<file path="config.mk">
export PLATFORM = sky130hd
export DESIGN_NAME = fft_inplace_agen
export DESIGN_NICKNAME = d
export VERILOG_FILES = /design/src/rtl/fft_agen_pkg.sv /design/src/rtl/fft_pass_ctrl.sv /design/src/rtl/fft_bank_addr.sv /design/src/rtl/fft_twiddle_fold.sv /design/src/rtl/fft_inplace_agen.sv
export SDC_FILE = /design/constraint.sdc
export NUM_CORES = 1
export LEC_CHECK = 0
export ABC_AREA = 1
export BUFFER_PORTS_ARGS = -buffer_cell sky130_fd_sc_hd__buf_4
export CORE_AREA = 2 2 108 110
export CTS_BUF_LIST = sky130_fd_sc_hd__clkbuf_16
export CTS_CLUSTER_DIAMETER = 50
export DETAILED_ROUTE_END_ITERATION = 16
export DIE_AREA = 0 0 110 112
export PLACE_DENSITY_LB_ADDON = 0.2
export SLEW_MARGIN = 20
export SYNTH_ARGS = -nofsm -noshare
export SYNTH_HDL_FRONTEND = slang
export SYNTH_SLANG_ARGS = --single-unit
export TNS_END_PERCENT = 30
</file>
<file path="constraint.sdc">
create_clock -name clk -period 5.75 [get_ports clk]
set_clock_uncertainty 0.05 [all_clocks]
set_input_delay 0.575 -clock clk [delete_from_list [all_inputs] [get_ports clk]]
set_output_delay 0.575 -clock clk [all_outputs]
set_load 0.1 [all_outputs]
</file>
<file path="src/rtl/fft_agen_pkg.sv">
package fft_agen_pkg;

    localparam int AGEN_PAIR_W = 10;
    localparam int AGEN_PASS_W = 4;
    localparam int AGEN_ADDR_W = 6;
    localparam int AGEN_TW_W   = 10;
    localparam int AGEN_LOG_MAX = AGEN_ADDR_W + 1;

    typedef enum logic [1:0] {
        ST_IDLE = 2'd0,
        ST_RUN  = 2'd1,
        ST_FIN  = 2'd2
    } agen_state_t;

    function automatic logic [AGEN_PASS_W-1:0] passes_for(input logic [1:0] sel);
        logic [AGEN_PASS_W-1:0] n;
        unique case (sel)
            2'd0:    n = AGEN_PASS_W'(AGEN_LOG_MAX - 2);
            2'd1:    n = AGEN_PASS_W'(AGEN_LOG_MAX - 1);
            default: n = AGEN_PASS_W'(AGEN_LOG_MAX);
        endcase
        return n;
    endfunction

endpackage

</file>
<file path="src/rtl/fft_pass_ctrl.sv">
module fft_pass_ctrl
    import fft_agen_pkg::*;
#(
    parameter int PAIR_W = AGEN_PAIR_W,
    parameter int PASS_W = AGEN_PASS_W
) (
    input  logic              clk,
    input  logic              rst_n,
    input  logic              start,
    input  logic [1:0]        size_sel,
    output logic              running,
    output logic              fin_pulse,
    output logic [PAIR_W-1:0] pair_cnt,
    output logic [PASS_W-1:0] pass_num
);

    agen_state_t       st_q, st_d;
    logic [PASS_W-1:0] rem_q, nlog_q;
    logic [PAIR_W-1:0] k_q, half_m1;
    logic              last_pair, last_pass;

    always_comb begin
        half_m1   = (PAIR_W'(1) << (nlog_q - PASS_W'(1))) - PAIR_W'(1);
        last_pair = (k_q == half_m1);
        last_pass = (rem_q == PASS_W'(1));
    end

    // next-state selection
    always_comb begin
        st_d = st_q;
        unique case (st_q)
            ST_IDLE: if (start) st_d = ST_RUN;
            ST_RUN:  if (last_pair && last_pass) st_d = ST_FIN;
            ST_FIN:  st_d = ST_IDLE;
            default: st_d = ST_IDLE;
        endcase
    end

    // state register
    always_ff @(posedge clk or negedge rst_n) begin
        if (!rst_n) st_q <= ST_IDLE;
        else        st_q <= st_d;
    end

    // pair up-counter and pass down-counter
    always_ff @(posedge clk or negedge rst_n) begin
        if (!rst_n) begin
            k_q    <= '0;
            rem_q  <= PASS_W'(AGEN_LOG_MAX);
            nlog_q <= PASS_W'(AGEN_LOG_MAX);
        end else if (st_q == ST_IDLE && start) begin
            k_q    <= '0;
            rem_q  <= passes_for(size_sel);
            nlog_q <= passes_for(size_sel);
        end else if (st_q == ST_RUN) begin
            if (last_pair) begin
                k_q   <= '0;
                rem_q <= rem_q - PASS_W'(1);
            end else begin
                k_q <= k_q + PAIR_W'(1);
            end
        end
    end

    // state-decoded outputs
    always_comb begin
        running   = 1'b0;
        fin_pulse = 1'b0;
        unique case (st_q)
            ST_IDLE: ;
            ST_RUN:  running = 1'b1;
            ST_FIN:  fin_pulse = 1'b1;
            default: ;
        endcase
        pair_cnt = k_q;
        pass_num = nlog_q - rem_q + PASS_W'(1);
    end

endmodule

</file>
<file path="src/rtl/fft_bank_addr.sv">
module fft_bank_addr
    import fft_agen_pkg::*;
#(
    parameter int PAIR_W = AGEN_PAIR_W,
    parameter int PASS_W = AGEN_PASS_W,
    parameter int ADDR_W = AGEN_ADDR_W
) (
    input  logic [PAIR_W-1:0] pair_cnt,
    input  logic [PASS_W-1:0] pass_num,
    output logic [ADDR_W-1:0] b0_addr,
    output logic [ADDR_W-1:0] b1_addr,
    output logic              in_swap,
    output logic              out_swap
);

    logic [ADDR_W-1:0] base, clr_bit, low_mask;
    logic [PAIR_W-1:0] sh_in, sh_out;

    always_comb begin
        base     = pair_cnt[ADDR_W-1:0];
        clr_bit  = ADDR_W'(1) << (pass_num - PASS_W'(1));
        low_mask = clr_bit - ADDR_W'(1);
        if (pass_num > PASS_W'(ADDR_W)) begin
            clr_bit  = '0;
            low_mask = '1;
        end
        b0_addr  = base & ~clr_bit;
        b1_addr  = b0_addr ^ low_mask;
        sh_in    = pair_cnt >> (pass_num - PASS_W'(1));
        sh_out   = pair_cnt >> pass_num;
        in_swap  = sh_in[0];
        out_swap = sh_out[0];
    end

endmodule

</file>
<file path="src/rtl/fft_twiddle_fold.sv">
module fft_twiddle_fold
    import fft_agen_pkg::*;
#(
    parameter int PAIR_W = AGEN_PAIR_W,
    parameter int PASS_W = AGEN_PASS_W,
    parameter int TW_W   = AGEN_TW_W
) (
    input  logic [PAIR_W-1:0] pair_cnt,
    input  logic [PASS_W-1:0] pass_num,
    output logic [TW_W-2:0]   tw_addr
);

    logic [PAIR_W-1:0] kmask;
    logic [TW_W-1:0]   kk, word, fmask, folded;
    logic [PASS_W-1:0] gap;

    always_comb begin
        kmask  = (PAIR_W'(1) << (pass_num + PASS_W'(1))) - PAIR_W'(1);
        kk     = TW_W'(pair_cnt & kmask);
        gap    = PASS_W'(TW_W - 1) - pass_num;
        word   = kk << gap;
        fmask  = ((TW_W'(1) << pass_num) - TW_W'(1)) << gap;
        folded = word[TW_W-1] ? (word ^ fmask) : word;
        tw_addr = folded[TW_W-2:0];
    end

endmodule

</file>
<file path="src/rtl/fft_inplace_agen.sv">
module fft_inplace_agen
    import fft_agen_pkg::*;
(
    input  logic       clk,
    input  logic       rst_n,
    input  logic       start,
    input  logic [1:0] size_sel,
    output logic       valid,
    output logic [3:0] pass_idx,
    output logic [5:0] b0_addr,
    output logic [5:0] b1_addr,
    output logic       in_swap,
    output logic       out_swap,
    output logic [8:0] tw_addr,
    output logic       done
);

    logic                   running, fin_pulse;
    logic [AGEN_PAIR_W-1:0] pair_cnt;
    logic [AGEN_PASS_W-1:0] pass_num;
    logic [AGEN_ADDR_W-1:0] b0_raw, b1_raw;
    logic                   isw_raw, osw_raw;
    logic [AGEN_TW_W-2:0]   tw_raw;

    fft_pass_ctrl #(.PAIR_W(AGEN_PAIR_W), .PASS_W(AGEN_PASS_W)) u_ctrl (
        .clk(clk), .rst_n(rst_n), .start(start), .size_sel(size_sel),
        .running(running), .fin_pulse(fin_pulse),
        .pair_cnt(pair_cnt), .pass_num(pass_num)
    );

    fft_bank_addr #(.PAIR_W(AGEN_PAIR_W), .PASS_W(AGEN_PASS_W), .ADDR_W(AGEN_ADDR_W)) u_bank (
        .pair_cnt(pair_cnt), .pass_num(pass_num),
        .b0_addr(b0_raw), .b1_addr(b1_raw),
        .in_swap(isw_raw), .out_swap(osw_raw)
    );

    fft_twiddle_fold #(.PAIR_W(AGEN_PAIR_W), .PASS_W(AGEN_PASS_W), .TW_W(AGEN_TW_W)) u_tw (
        .pair_cnt(pair_cnt), .pass_num(pass_num), .tw_addr(tw_raw)
    );

    always_comb begin
        valid    = running;
        done     = fin_pulse;
        pass_idx = running ? pass_num : '0;
        b0_addr  = running ? b0_raw : '0;
        b1_addr  = running ? b1_raw : '0;
        in_swap  = running & isw_raw;
        out_swap = running & osw_raw;
        tw_addr  = running ? tw_raw : '0;
    end

endmodule

</file>
==> flow_summary.json, run 1 <==
{
  "setup_tns_ns": 0,
  "setup.worst_path.start": "u_ctrl.nlog_q[1]",
  "nNetsFinal": 640,
  "outcome": "complete, no violations",
  "post-route-period-util_pct": 93.1,
  "overflow": 0,
  "hold_buffers": 0,
  "cts_buffers": 3,
  "port-buffer-count": 33,
  "wirelength_um": 11300,
  "timing.rr.start": "u_ctrl.pair_cnt[4]",
  "required_ns": 5.12,
  "grt_first_pass_wirelength_um": 18500,
  "syn_area_sq_um": 3280,
  "avgSynthCellArea_sq_um": 5.54,
  "max_slew_margin_pct": 52.8,
  "cp.arrival_ns": 4.73,
  "die_y_um": 112,
  "rows": 39,
  "cts_root_buf": "clkbuf_16",
  "clk_path_buf_depth": 2,
  "place_hpwl_um": 9020,
  "period_needed_ns": 5.36,
  "yosysSeqAreaShare_pct": 13.9,
  "clk_pin_slew_worst_paths_ns": 0.05,
  "cts_setup_buffers": 0,
  "cp-end-kind": "output pin",
  "ys_top_cells_by_area": "nand2_1 20%, nand3_1 10%, dfrtp_1 9.9%",
  "pre_cts_ws_ns": 0.624,
  "synth_top_area_share_pct": 20.1,
  "initial_utilization_pct": 29.4,
  "start_kind": "flop",
  "dieArea_sq_um": 12300,
  "coreArea_sq_um": 11200,
  "synth_common_cells": "176 x nand2_1, 69 x nor2_1, 68 x nand3_1, 65 x inv_1, 27 x o21ai_0",
  "yosysTopAreaCell": "nand2_1",
  "tightest_slew_ns": 0.708,
  "finalHoldViolCount": 0,
  "holdWs_ns": 0.140,
  "vias": 3929,
  "drive_gt1_share_pct": 12.7,
  "grt.total_usage_pct": 18.7,
  "h-tree-depth": 1,
  "first_global_vias": 3709,
  "synth-edff-count": 0,
  "routedWlPerCell_um": 14.9,
  "grt_max_degree": 35,
  "drt-initial-drc-count": 238,
  "syn_to_final_growth_pct": 14.0,
  "die_w_um": 110,
  "antenna_left": 0,
  "vias_per_cell": 5.18,
  "remaining_drc_errors": 0,
  "first_pass_iters": 6,
  "ys.flop_type": "dfrtp_1",
  "r2r_slack_ns": 3.25,
  "slew_violations": 0,
  "clock-sinks": 18,
  "ys_warn_count": 0,
  "setup_viol": 0,
  "worstHoldPathType": "primary input to asynchronous set/reset pin",
  "cts_tree": "done",
  "max_cap_viol_count": 0,
  "clk_latency_ns": 0.25,
  "ys_types": 48,
  "io_pins": 34,
  "antenna_cells": 0,
  "yosysMostFrequentCell": "nand2_1",
  "crit_type": "flop to output pin",
  "fmax_mhz": 187,
  "antenna_found_initial": 0,
  "synthCells": 593,
  "globalplace.congestion": 0.904,
  "worstPathMaxFanout": 8,
  "setup_ws_ns": 0.394,
  "final_util_pct": 33.5,
  "synth-seq-cells": 18,
  "rsz0062_at_grt": "false",
  "fill_cells": 1289,
  "async_flop_share_pct": 100
}
==> registers in the layout (all words and copies together), names as in the netlist <==
name and cells:
u_ctrl.pair_cnt 10, u_ctrl.st_q 2, u_ctrl.nlog_q 2, u_ctrl.rem_q 4
==> cell families after synthesis <==
| group | Yosys count | share of synthesized area (%) |
|---|---|---|
| fa+ha+maj | 18 | 7.09 |
| simple gates | 383 | 52.2 |
| compound gates | 67 | 12.2 |
| buf+inv | 94 | 11.2 |
| flops | 18 | 13.9 |
| other cells | 1 | 0.114 |
| xor+xnor | 12 | 3.20 |
==> layout by cell type, fill, tap and decap left out, drive strengths merged, types with 2 or more instances in the layout <==
cell type	count
a21oi	14
a22oi	2
a31oi	3
and2	3
buf	36
clkbuf	3
clkinv	3
conb	2
dfrtp	13
dfstp	5
ha	17
inv	74
nand2	186
nand3	71
nand3b	2
nand4	21
nor2	76
nor3	16
nor4	5
o211ai	2
o21ai	32
o21bai	3
o221ai	2
o22ai	3
o31ai	3
or2	2
xor2	11
==> path summary, 6_finish.rpt <==
check                           cells after the start            endpoint
min in group clk                                    1     u_ctrl.rem_q[2]
worst max register to register                     11     u_ctrl.rem_q[2]
worst max-delay path                               22          tw_addr[6]
worst min register to register                      1     u_ctrl.rem_q[2]
worst min-delay path                                1  u_ctrl.pair_cnt[3]
max in group asynchronous                           1     u_ctrl.rem_q[1]
==> routing by layer <==
layer | vias up | track usage [%] | routed length (um)
li1 | 1983 | - | -
met1 | 1825 | 25.4 | 5180
met2 | 104 | 31.8 | 5370
met3 | 17 | 1.17 | 564
met4 | 0 | 5.06 | 197
met5 | - | 0 | 0
==> layout make-up <==
cell class                 count  area, sq um  share of cell area (%)
multi-input combinational    482         2460                    65.8
sequential                    18          457                    12.2
inverter                      76          285                    7.62
timing repair buffer          36          282                    7.52
tap                          143          179                    4.78
clock buffer                   3         75.1                    2.01
clock inverter                 1         3.75                   0.100
==> worst max-delay path, stage by stage (launching register included) <==
cell and delay (ns):
dfstp_2 0.55, inv_1 0.08, ha_1 0.33, inv_1 0.10, nand2_1 0.07, fa_1 0.62, inv_2 0.17, ha_1 0.36
nor2_2 0.24, nand2_2 0.14, ha_1 0.31, nand3_1 0.17, nand2_1 0.11, nand4_1 0.11, nand3_1 0.14, nand3_1 0.16
nand2_1 0.07, nand2_1 0.06, nand2_1 0.15, nand2_1 0.11, nand2_1 0.05, nor2_1 0.08, buf_4 0.30
==> stage by stage <==
step,area (sq um),instances
detailed placement,3650,755
global placement,3650,755
CTS,3730,759
global route,3740,759
finish,3740,759
floorplan,3290,594
==> timing repair <==
item | in CTS | in global routing
setup endpoints to repair | 0 | 8
resized for setup | 0 | 4
hold endpoints to repair | 0 | 0
Power of run 1 is left out: the tool's default activity adds up to more than one toggle a clock period on the data nets, which glitch-free logic cannot reach.
==> run 2: changes to the inputs <==
--- a/config.mk
+++ b/config.mk
@@ -7,12 +7,13 @@
 export LEC_CHECK = 0
 export ABC_AREA = 1
 export BUFFER_PORTS_ARGS = -buffer_cell sky130_fd_sc_hd__buf_4
-export CORE_AREA = 2 2 108 110
+export CORE_AREA = 2 2 89 91
 export CTS_BUF_LIST = sky130_fd_sc_hd__clkbuf_16
 export CTS_CLUSTER_DIAMETER = 50
 export DETAILED_ROUTE_END_ITERATION = 16
-export DIE_AREA = 0 0 110 112
+export DIE_AREA = 0 0 91 93
 export PLACE_DENSITY_LB_ADDON = 0.2
+export REMOVE_ABC_BUFFERS = 1
 export SLEW_MARGIN = 20
 export SYNTH_ARGS = -nofsm -noshare
 export SYNTH_HDL_FRONTEND = slang
==> run 2 against run 1 <==
Count of clock-buffer cells in the layout unchanged. Die area down 31%. Fmax down 0.22%.
==> flow_summary.json, run 2 (synthesis gave the netlist of run 1 again) <==
{
  "outcome": "complete, no violations",
  "dieArea_sq_um": 8460,
  "coreArea_sq_um": 7530,
  "final_area_sq_um": 3680,
  "crit_chain": "inv_1, ha_1, inv_1, nand2_1, fa_1, inv_2, ha_1, nor2_2, nand2_2, ha_1, nand3_1, nand2_1, nand4_1, nand3_1, nand3_1, nand2_1, nand2_1, nand2_1, nand2_1, nand2_1, nor2_1, buf_4",
  "grt_max_degree": 35,
  "clk_pin_slew_worst_paths_ns": 0.05,
  "r2r_slack_ns": 3.27,
  "setup_ws_ns": 0.383,
  "pre_cts_ws_ns": 0.596,
  "worstPathMaxFanout": 8,
  "rows": 32,
  "place_hpwl_um": 8430,
  "setup_tns_ns": 0,
  "vias_per_cell": 5.62,
  "max_slew_margin_pct": 48.2,
  "cp-end-kind": "output pin",
  "clk_path_buf_depth": 2,
  "initial_utilization_pct": 43.6,
  "tightest_slew_ns": 0.776,
  "post-route-period-util_pct": 93.3,
  "antenna_cells": 0,
  "overflow": 0,
  "remaining_drc_errors": 0,
  "port-buffer-count": 33,
  "drive_gt1_share_pct": 12.8,
  "h-tree-depth": 1,
  "cp_slowest_stage_delay_ns": 0.64,
  "hold_buffers": 0,
  "required_ns": 5.12,
  "critical-path-slowest-cell": "fa_1",
  "final_cell_mix": "176 x nand2_1, 69 x nor2_1, 68 x nand3_1",
  "syn_to_final_growth_pct": 12.2,
  "wirelength_um": 10800,
  "cp.arrival_ns": 4.74,
  "finalHoldViolCount": 0,
  "first_pass_iters": 5,
  "crit_type": "flop to output pin",
  "first_global_vias": 3883,
  "place_area_sq_um": 3600,
  "slew_violations": 0,
  "period_needed_ns": 5.37,
  "die_w_um": 91,
  "ctsResizeCount": 0,
  "vias": 4034,
  "io_pins": 34,
  "grt_first_pass_wirelength_um": 18400,
  "nNetsFinal": 640,
  "max_cap_viol_count": 0,
  "clock-sinks": 18,
  "antenna_left": 0,
  "fmax_mhz": 186,
  "final_common_cell": "nand2_1",
  "drt-initial-drc-count": 325,
  "globalplace.congestion": 0.970,
  "clk_latency_ns": 0.25,
  "routedWlPerCell_um": 15.0,
  "cts_setup_buffers": 0,
  "crit_top_cell": "nand2_1",
  "largest_register_ffs": 10,
  "setup_viol": 0,
  "worstHoldPathType": "primary input to asynchronous set/reset pin",
  "rsz0062_at_grt": "false",
  "cts_buffers": 3,
  "die_y_um": 93,
  "cts_root_buf": "clkbuf_16",
  "antenna_found_initial": 0,
  "start_kind": "flop",
  "cts_tree": "done",
  "grt.total_usage_pct": 26.5
}
-- run 2: final cells by class --
type / count / area, sq um
tap: 102 / 128
sequential: 18 / 457
timing repair buffer: 36 / 270
fill: 836 / 3840
multi-input combinational: 482 / 2460
clock inverter: 1 / 3.75
inverter: 76 / 285
clock buffer: 3 / 75.1
-- run 2: worst max-delay path, delay by kind of cell, from the launching register on --
family,cells,cell delay (ns)
AND/OR/NAND/NOR,14,1.63
flip-flops,1,0.55
buffers and inverters,4,0.67
adder cells (fa/ha/maj),4,1.64
-- run 2: per-layer routing --
| layer | wire length [um] | track usage [%] | part of all wire, % | vias up |
|---|---|---|---|---|
| met3 | 746 | 1.53 | 6.9 | 35 |
| li1 | - | - | - | 1986 |
| met1 | 4440 | 32.3 | 41 | 1832 |
| met4 | 392 | 10.9 | 3.6 | 0 |
| met2 | 5230 | 48.6 | 48 | 181 |
| met5 | 0 | 0 | 0 | - |
-- run 2: through the flow --
stage	util, %	hold WS, ns	cells
finish	48.9	0.132	718
global placement	47.8	0.405	714
CTS	48.9	0.140	718
detailed placement	47.8	0.405	714
global route	48.9	0.156	718
floorplan	-	0.229	576
-- run 2: worst paths after layout --
kind,from,endpoint,cells after the start
worst max register to register,u_ctrl.pair_cnt[4],u_ctrl.rem_q[2],11
worst min-delay path,rst_n,u_ctrl.pair_cnt[4],1
worst max-delay path,u_ctrl.nlog_q[1],tw_addr[5],22
min in group clk,u_ctrl.nlog_q[0],u_ctrl.nlog_q[0],2
max in group asynchronous,rst_n,u_ctrl.rem_q[2],1
worst min register to register,u_ctrl.nlog_q[0],u_ctrl.nlog_q[0],2
Power of run 2 is left out for the same reason.
==> run 3: changes to the inputs <==
--- a/config.mk
+++ b/config.mk
@@ -7,11 +7,11 @@
 export LEC_CHECK = 0
 export ABC_AREA = 1
 export BUFFER_PORTS_ARGS = -buffer_cell sky130_fd_sc_hd__buf_4
-export CORE_AREA = 2 2 89 91
+export CORE_AREA = 2 2 85 87
 export CTS_BUF_LIST = sky130_fd_sc_hd__clkbuf_16
 export CTS_CLUSTER_DIAMETER = 50
 export DETAILED_ROUTE_END_ITERATION = 16
-export DIE_AREA = 0 0 91 93
+export DIE_AREA = 0 0 87 89
 export PLACE_DENSITY_LB_ADDON = 0.2
 export REMOVE_ABC_BUFFERS = 1
 export SLEW_MARGIN = 20
==> run 3 against run 2 <==
Count of clock-buffer cells in the layout is the same. Die area shrank 8.5%. Final area shrank 0.75%. Setup slack lost 0.0083 ns. Register-to-register slack lost 0.05 ns. Routed wire length shrank 1.4%. Sequential share of layout area grew 0.093 points. Global-route usage grew 1.8 points. Critical endpoint is now tw_addr[4]. Largest cell class unchanged.
==> flow_summary.json, run 3 (synthesis gave the netlist of run 1 again) <==
{
  "required_ns": 5.12,
  "dieArea_sq_um": 7740,
  "crit_type": "flop to output pin",
  "vias": 4008,
  "post-route-period-util_pct": 93.5,
  "antenna_found_initial": 0,
  "port-buffer-count": 33,
  "cts_setup_buffers": 0,
  "grtUsageMet3_pct": 1.39,
  "holdWs_ns": 0.138,
  "slew_violations": 0,
  "max_slew_margin_pct": 48.1,
  "start_kind": "flop",
  "r2r_slack_ns": 3.22,
  "reg2regPathDepth": 11,
  "met1_usage_pct": 35.8,
  "globalplace.congestion": 0.965,
  "first_global_vias": 3686,
  "grt.total_usage_pct": 28.3,
  "antenna_left": 0,
  "drive_gt1_share_pct": 12.7,
  "first_pass_iters": 8,
  "grt_max_degree": 35,
  "die_w_um": 87,
  "period_needed_ns": 5.38,
  "ctsResizeCount": 0,
  "cts_tree": "done",
  "remaining_drc_errors": 0,
  "fmax_mhz": 186,
  "place_hpwl_um": 8220,
  "grt_use_met2_pct": 52.5,
  "grt_most_used_layer": "met2",
  "worstHoldPathType": "primary input to asynchronous set/reset pin",
  "syn_to_final_growth_pct": 11.4,
  "routedWlPerCell_um": 15.3,
  "rows": 30,
  "clk_path_buf_depth": 2,
  "coreArea_sq_um": 6720,
  "vias_per_cell": 5.76,
  "cp-end-kind": "output pin",
  "rsz0062_at_grt": "false",
  "overflow": 0,
  "die_y_um": 89,
  "finalHoldViolCount": 0,
  "r2r_end": "u_ctrl.rem_q[2]",
  "nNetsFinal": 640,
  "drt-initial-drc-count": 318,
  "final_common_cell": "nand2_1",
  "clock-sinks": 18,
  "grt_first_pass_wirelength_um": 17500,
  "final_util_pct": 54.4,
  "max_cap_viol_count": 0,
  "setup_tns_ns": 0,
  "worstPathMaxFanout": 8,
  "io_pins": 34,
  "wirelength_um": 10700,
  "largest_register_ffs": 10,
  "cp.arrival_ns": 4.75,
  "final_cell_mix": "176 x nand2_1, 69 x nor2_1, 68 x nand3_1",
  "hold_buffers": 0,
  "clk_latency_ns": 0.25,
  "cts_buffers": 3,
  "setup_viol": 0,
  "h-tree-depth": 1,
  "final_area_sq_um": 3660,
  "timing.rr.start": "u_ctrl.pair_cnt[4]",
  "cts_root_buf": "clkbuf_16",
  "initial_utilization_pct": 48.9,
  "tightest_slew_ns": 0.778,
  "clk_pin_slew_worst_paths_ns": 0.05,
  "outcome": "complete, no violations",
  "antenna_cells": 0,
  "place_area_sq_um": 3570
}
==> run 3: routing by layer <==
layer	wire length, um	vias to the layer above
met2	5260	148
met4	210	0
met5	0	-
li1	-	1993
met1	4620	1848
met3	555	19
==> run 3: worst max path at each step <==
| stage | startpoint | end | slack (ns) | depth (start not counted) |
|---|---|---|---|---|
| CTS | u_ctrl.nlog_q[1] | tw_addr[7] | 0.29 | 20 |
| finish | u_ctrl.nlog_q[1] | tw_addr[4] | 0.37 | 23 |
| floorplan | u_ctrl.st_q[0] | b1_addr[5] | 0.05 | 6 |
| global route | u_ctrl.nlog_q[1] | tw_addr[3] | 0.008 | 23 |
| global placement | u_ctrl.nlog_q[1] | tw_addr[0] | 0.76 | 20 |
| detailed placement | u_ctrl.nlog_q[1] | tw_addr[7] | 0.58 | 20 |
==> run 3: through the flow <==
stage	worst slack, ns	cells
finish	0.374	696
global route	0.00815	696
CTS	0.292	696
detailed placement	0.583	692
global placement	0.764	692
floorplan	0.0450	576
==> run 3: final cells by class <==
class / instances / area (sq um)
Clock buffer: 3 / 75.1
Clock inverter: 1 / 3.75
Fill cell: 732 / 3060
Inverter: 76 / 285
Multi-Input combinational cell: 482 / 2460
Sequential cell: 18 / 457
Tap cell: 80 / 100
Timing Repair Buffer: 36 / 274
==> run 3: worst max-delay path, cell delays in order (launching register included) <==
cell     delay [ns]
dfstp_2        0.54
inv_1          0.08
ha_1           0.33
inv_1          0.10
nand2_1        0.07
fa_1           0.65
inv_2          0.17
ha_1           0.35
nor2_2         0.23
nand2_2        0.15
ha_1           0.32
inv_1          0.08
nand2_1        0.10
and2_1         0.16
nand3_1        0.09
nand3_1        0.13
nand3_1        0.15
nand2_1        0.07
nand2_1        0.05
nand2_1        0.14
nand2_1        0.11
nand2_1        0.05
nor2_1         0.08
buf_4          0.30
Power of run 3 is left out for the same reason.
